[config.mk]
export PLATFORM = sky130hd
export DESIGN_NAME = park_arbiter
export DESIGN_NICKNAME = d
export VERILOG_FILES = /design/src/rtl/park_arb_pkg.sv /design/src/rtl/rr_pick.sv /design/src/rtl/park_select.sv /design/src/rtl/park_arbiter.sv
export SDC_FILE = /design/constraint.sdc
export NUM_CORES = 1
export LEC_CHECK = 0
export ABC_AREA = 1
export BUFFER_PORTS_ARGS = -buffer_cell sky130_fd_sc_hd__buf_2
export CORE_MARGIN = 2
export CORE_UTILIZATION = 58
export CTS_BUF_LIST = sky130_fd_sc_hd__clkbuf_8 sky130_fd_sc_hd__clkbuf_16
export CTS_CLUSTER_SIZE = 16
export DETAILED_ROUTE_END_ITERATION = 8
export PLACE_DENSITY = 0.89
export SETUP_SLACK_MARGIN = 0.4
export SYNTH_ARGS = -nofsm -noshare
export SYNTH_HDL_FRONTEND = slang
export SYNTH_SLANG_ARGS = --single-unit
[constraint.sdc]
create_clock -name clk -period 2.8 [get_ports clk]
set_input_delay 0.14 -clock clk [delete_from_list [all_inputs] [get_ports clk]]
set_output_delay 0.14 -clock clk [all_outputs]
set_load 0.005 [all_outputs]
[src/rtl/park_arb_pkg.sv]
package park_arb_pkg;
   typedef enum logic [1:0] {
      PARK_NONE  = 2'd0,
      PARK_LAST  = 2'd1,
      PARK_FIXED = 2'd2,
      PARK_RSVD  = 2'd3
   } park_policy_e;
endpackage

[src/rtl/rr_pick.sv]
module rr_pick #(
   parameter int N_MASTERS = 5,
   parameter int IDX_W     = 3
) (
   input  logic [N_MASTERS-1:0] req,
   input  logic [IDX_W-1:0]     ptr,
   output logic                 any,
   output logic [IDX_W-1:0]     win
);
   initial begin
      if (N_MASTERS < 2 || N_MASTERS > (1 << IDX_W))
         $error("rr_pick: N_MASTERS does not fit IDX_W");
   end

   always_comb begin
      int t;
      any = 1'b0;
      win = '0;
      for (int k = 1; k <= N_MASTERS; k++) begin
         t = int'(ptr) + k;
         if (t >= N_MASTERS) t = t - N_MASTERS;
         if (!any && req[t]) begin
            any = 1'b1;
            win = IDX_W'(t);
         end
      end
   end
endmodule

[src/rtl/park_select.sv]
module park_select
   import park_arb_pkg::*;
#(
   parameter int N_MASTERS = 5,
   parameter int IDX_W     = 3
) (
   input  park_policy_e     policy,
   input  logic [IDX_W-1:0] fixed_idx,
   input  logic [IDX_W-1:0] last_idx,
   output logic             park_valid,
   output logic [IDX_W-1:0] park_idx
);
   localparam logic [IDX_W-1:0] MAX_IDX = IDX_W'(N_MASTERS - 1);

   always_comb begin
      park_valid = 1'b0;
      park_idx   = last_idx;
      unique case (policy)
         PARK_LAST: park_valid = 1'b1;
         PARK_FIXED: begin
            park_idx   = fixed_idx;
            park_valid = (fixed_idx <= MAX_IDX);
         end
         default: park_valid = 1'b0;
      endcase
   end
endmodule

[src/rtl/park_arbiter.sv]
module park_arbiter
   import park_arb_pkg::*;
#(
   parameter int N_MASTERS = 5,
   parameter int IDX_W     = 3,
   parameter int POL_W     = 2
) (
   input  logic                 clk,
   input  logic                 rst_n,
   input  logic [N_MASTERS-1:0] req,
   input  logic                 xfer_done,
   input  logic                 cfg_we,
   input  logic [POL_W-1:0]     cfg_policy,
   input  logic [IDX_W-1:0]     cfg_fixed,
   output logic [N_MASTERS-1:0] grant,
   output logic [IDX_W-1:0]     owner,
   output logic                 grant_valid
);
   localparam logic [IDX_W-1:0] MAX_IDX = IDX_W'(N_MASTERS - 1);

   initial begin
      if (POL_W != 2) $error("park_arbiter: POL_W must be 2");
      if (N_MASTERS < 2 || N_MASTERS > (1 << IDX_W))
         $error("park_arbiter: N_MASTERS does not fit IDX_W");
   end

   park_policy_e     policy_q;
   logic [IDX_W-1:0] fixed_q, last_q, owner_q, owner_n, last_n, win;
   logic             valid_q, valid_n, busy_q, busy_n, rr_any;
   logic             park_valid;
   logic [IDX_W-1:0] park_idx;

   rr_pick #(.N_MASTERS(N_MASTERS), .IDX_W(IDX_W)) u_pick (
      .req(req), .ptr(last_q), .any(rr_any), .win(win)
   );

   park_select #(.N_MASTERS(N_MASTERS), .IDX_W(IDX_W)) u_park (
      .policy(policy_q), .fixed_idx(fixed_q), .last_idx(last_q),
      .park_valid(park_valid), .park_idx(park_idx)
   );

   always_comb begin
      owner_n = owner_q;
      valid_n = valid_q;
      busy_n  = busy_q;
      last_n  = last_q;
      if (!busy_q || xfer_done) begin
         if (rr_any) begin
            if (!busy_q && valid_q && req[owner_q]) owner_n = owner_q;
            else                                    owner_n = win;
            valid_n = 1'b1;
            busy_n  = 1'b1;
            last_n  = owner_n;
         end else begin
            owner_n = park_valid ? park_idx : owner_q;
            valid_n = park_valid;
            busy_n  = 1'b0;
         end
      end
   end

   always_ff @(posedge clk) begin
      if (!rst_n) begin
         policy_q <= PARK_NONE;
         fixed_q  <= '0;
         last_q   <= '0;
         owner_q  <= '0;
         valid_q  <= 1'b0;
         busy_q   <= 1'b0;
      end else begin
         if (cfg_we) begin
            policy_q <= park_policy_e'(cfg_policy);
            fixed_q  <= cfg_fixed;
         end
         owner_q <= owner_n;
         valid_q <= valid_n;
         busy_q  <= busy_n;
         last_q  <= last_n;
      end
   end

   for (genvar g = 0; g < N_MASTERS; g++) begin : g_grant
      assign grant[g] = valid_q && (owner_q == IDX_W'(g));
   end
   assign owner       = owner_q;
   assign grant_valid = valid_q;

   wire idle_end = (!busy_q || xfer_done) && !(|req);

   AST_GRANT_SHAPE: assert property (@(posedge clk) disable iff (!rst_n)
      (grant_valid ? $onehot(grant) && grant[owner] : grant == '0));
   AST_HOLD_BUSY: assert property (@(posedge clk) disable iff (!rst_n)
      busy_q && !xfer_done |=> grant_valid && $stable(owner));
   AST_PARK_NONE: assert property (@(posedge clk) disable iff (!rst_n)
      idle_end && (policy_q == PARK_NONE || policy_q == PARK_RSVD) |=> !grant_valid);
   AST_PARK_LAST: assert property (@(posedge clk) disable iff (!rst_n)
      idle_end && policy_q == PARK_LAST |=> grant_valid && owner == $past(last_q));
   AST_PARK_FIXED: assert property (@(posedge clk) disable iff (!rst_n)
      idle_end && policy_q == PARK_FIXED && fixed_q <= MAX_IDX
      |=> grant_valid && owner == $past(fixed_q));
   AST_FIXED_RANGE: assert property (@(posedge clk) disable iff (!rst_n)
      idle_end && policy_q == PARK_FIXED && fixed_q > MAX_IDX |=> !grant_valid);
   AST_PARKED_KEEP: assert property (@(posedge clk) disable iff (!rst_n)
      !busy_q && grant_valid && req[owner] |=> grant_valid && $stable(owner));
endmodule

==> flow_metrics.py <==
metrics = {
    "status": {
        "outcome": "finished clean",
    },
    "floorplanning": {
        "core.rowCount": 19,
        "start_util_pct": 59.8,
        "ios": 23,
        "core_region_area_sq_um": 2690,
        "die_height_um": 56.6,
        "die_w_um": 56.6,
        "dieArea_sq_um": 3200,
    },
    "timing": {
        "setup_viol": 0,
        "layout_setup_ws_ps": 162,
        "finalHoldViolCount": 0,
        "skew_ps": 2.47,
        "min_period_over_period_pct": 94.2,
        "rsz0062_at_grt": "yes",
        "slew_violations": 0,
        "timing.fmax_mhz": 379,
        "tns_ps": 0,
        "post-route-min-period_ps": 2640,
        "slew_headroom_pct": 72.1,
        "worst_pin_slew_ps": 417,
    },
    "yosys": {
        "synth_top_area_cell": "nand2_1",
        "synth-edff-count": 0,
        "synthMuxAreaShare_pct": 0,
        "synth_top_family_by_area": "simple AND/OR/NAND/NOR gates",
        "seq_area_frac_synth_pct": 16.2,
        "synthesis.nets": 300,
        "yosysMostFrequentCell": "nand2_1",
        "synth_seq_cells": 13,
        "syn_avg_cell_area_sq_um": 5.86,
        "syn-cell-area_sq_um": 1610,
        "synth_cells": 274,
        "synth_top_area_share_pct": 20.3,
        "ys_async_sr_fraction_pct": 0,
        "ys_top_cells_by_count": "nand2_1 (87), inv_1 (40), nor2_1 (27), nand3_1 (23), o21ai_0 (19)",
        "synth_fa_ha_area_share_pct": 9.82,
        "yosysUniqueCellTypes": 33,
        "yosys.area_share.simple_pct": 44.4,
        "synth_compound_area_share_pct": 17.1,
        "yosys-top-cells-area": "nand2_1 (20%), dfxtp_1 (16%), inv_1 (9.4%)",
        "ys.flop_type": "dfxtp_1",
        "synth_xor_area_share_pct": 1.09,
        "yosysWarnings": 0,
    },
    "detailed_routing": {
        "wl_um": 5450,
        "via_per_inst": 5.87,
        "dr.pass1.iters": 6,
        "drt-wirelength-per-cell_um": 15.8,
        "drc": 0,
        "ant_nets": 0,
        "num_vias": 2025,
        "drt_iter0_drc": 171,
    },
    "critical_path": {
        "crit_path_end_kind": "register",
        "timing.rr.start": "last_q[0]$_SDFFE_PN0P_",
        "cp-startpoint": "last_q[0]$_SDFFE_PN0P_",
        "crit_buf_inv": 7,
        "worstPathMaxFanout": 5,
        "cp.arrival_ps": 2830,
        "crit_chain": "inv_8 > ha_4 > inv_2 > fa_2 > inv_4 > nand3_4 > nand2_4 > nand2_2 > nand3_2 > nand3_2 > nand2_2 > nand4_4 > nor2_4 > inv_4 > nor2_8 > nor2_4 > inv_2 > buf_4 > o21ai_2 > inv_1",
        "slowest_stage": "fa_2",
        "reg2regPathDepth": 20,
        "worstSetupPathType": "register to register",
        "crit_path_start_kind": "register",
        "critical-path-top-delay-family": "simple AND/OR/NAND/NOR gates",
        "worst-path-stages": 20,
        "worstPathRequired_ps": 2990,
        "crit_path_max_incr_delay_ps": 410,
    },
    "place": {
        "gp_congestion": 0.953,
        "hpwlAfterDp_um": 3350,
        "preCtsSetupSlack_ps": 129,
        "io_buffers": 22,
    },
    "grt": {
        "grt_pass1_wl_um": 8270,
        "grt-ovfl-total": 0,
        "track_usage_pct": 32.8,
        "grt_max_degree": 12,
        "grt_pass1_vias": 1905,
        "antenna_found_initial": 0,
    },
    "hold_path": {
        "hold_start": "cfg_fixed[2]",
        "holdPathStages": 3,
        "hold_path.class": "input port to register",
    },
    "clock_network": {
        "cts_max_level": 1,
        "clock_latency_ps": 250,
        "clock_sinks": 13,
        "tritoncts": "yes",
        "path_clk_slew_ps": 60,
        "root_buffer": "clkbuf_8",
        "cts_hold_buf": 0,
        "cts_buffers": 3,
        "clock_path_buffers": 2,
    },
    "layout": {
        "fill_cells": 180,
        "final_nets": 341,
        "diodes": 0,
        "drive_above_1_share_pct": 36.0,
        "utilization_pct": 80.6,
        "area_growth_pct": 34.9,
    },
    "job": {
        "drv_cap": 0,
    },
}
final timing paths:
path | end | slack [ps]
worst max-delay path | last_q[1]$_SDFFE_PN0P_ | 160
worst min-delay path | fixed_q[2]$_SDFFE_PN0P_ | 120
worst max register to register | last_q[1]$_SDFFE_PN0P_ | 160
worst min register to register | policy_q[1]$_SDFFE_PN0P_ | 490
layer usage:
layer  part of all wire (%)  GRT usage [%]  vias up
met2                     50           54.7      114
li1                       -              -      968
met4                    2.9           17.3        0
met3                    7.6           5.53       29
met5                      0              0        -
met1                     40           40.1      914
flip-flops by register name, summed over array words and instances, names as in the netlist:
name         flops
grant_valid      1
policy_q         2
busy_q           1
fixed_q          3
owner            3
last_q           3
worst reg2reg max path: stages, from the launching register on:
cell and delay [ps]:
dfxtp_4 360, inv_8 70, ha_4 120, inv_2 30, fa_2 410, inv_4 110, nand3_4 100, nand2_4 100
nand2_2 50, nand3_2 70, nand3_2 70, nand2_2 110, nand4_4 120, nor2_4 200, inv_4 70, nor2_8 150
nor2_4 60, inv_2 120, buf_4 130, o21ai_2 60, inv_1 50
timing repair:
item / in CTS / in global routing
endpoints found under the setup margin: 8 / 8
setup buffers: 9 / 5
pin swaps: 5 / 26
resized for setup: 20 / 41
through the flow:
stage	hold WS, ps	instance area [sq um]	instances
5_1_grt	127	2170	345
6_report	119	2170	345
4_1_cts	121	1980	340
3_5_place_dp	373	1810	327
3_3_place_gp	365	1810	327
2_1_floorplan	275	1660	274
layout make-up:
class	instances	area (sq um)	share of cell area (%)
Timing Repair Buffer	38	234	10.8
Clock inverter	1	3.75	0.173
Multi-Input combinational cell	214	1390	64.4
Sequential cell	13	268	12.4
Clock buffer	3	41.3	1.91
Inverter	45	186	8.61
Tap cell	31	38.8	1.79
cell usage in the layout (no fill, tap or decap), drive strengths merged, types with 2 or more instances in the layout:
cell	instances
o21ai	24
buf	38
nand3	27
o31ai	2
nand2	89
nor2	30
o22ai	2
clkbuf	3
xor2	2
a21oi	12
ha	11
dfxtp	13
inv	46
nand4	8
logic make-up (layout without fill, tap and decap cells):
logic type	after synthesis	in the layout
xor gates and xnor gates	2	2
adders and majority gates	12	12
and+or+nand+nor	156	156
buffers and inverters	47	87
AOI/OAI and AO/OA	44	44
DFF	13	13
Power is left out: the tool's default activity adds up to more than one toggle a clock period on the data nets, which glitch-free logic cannot reach.
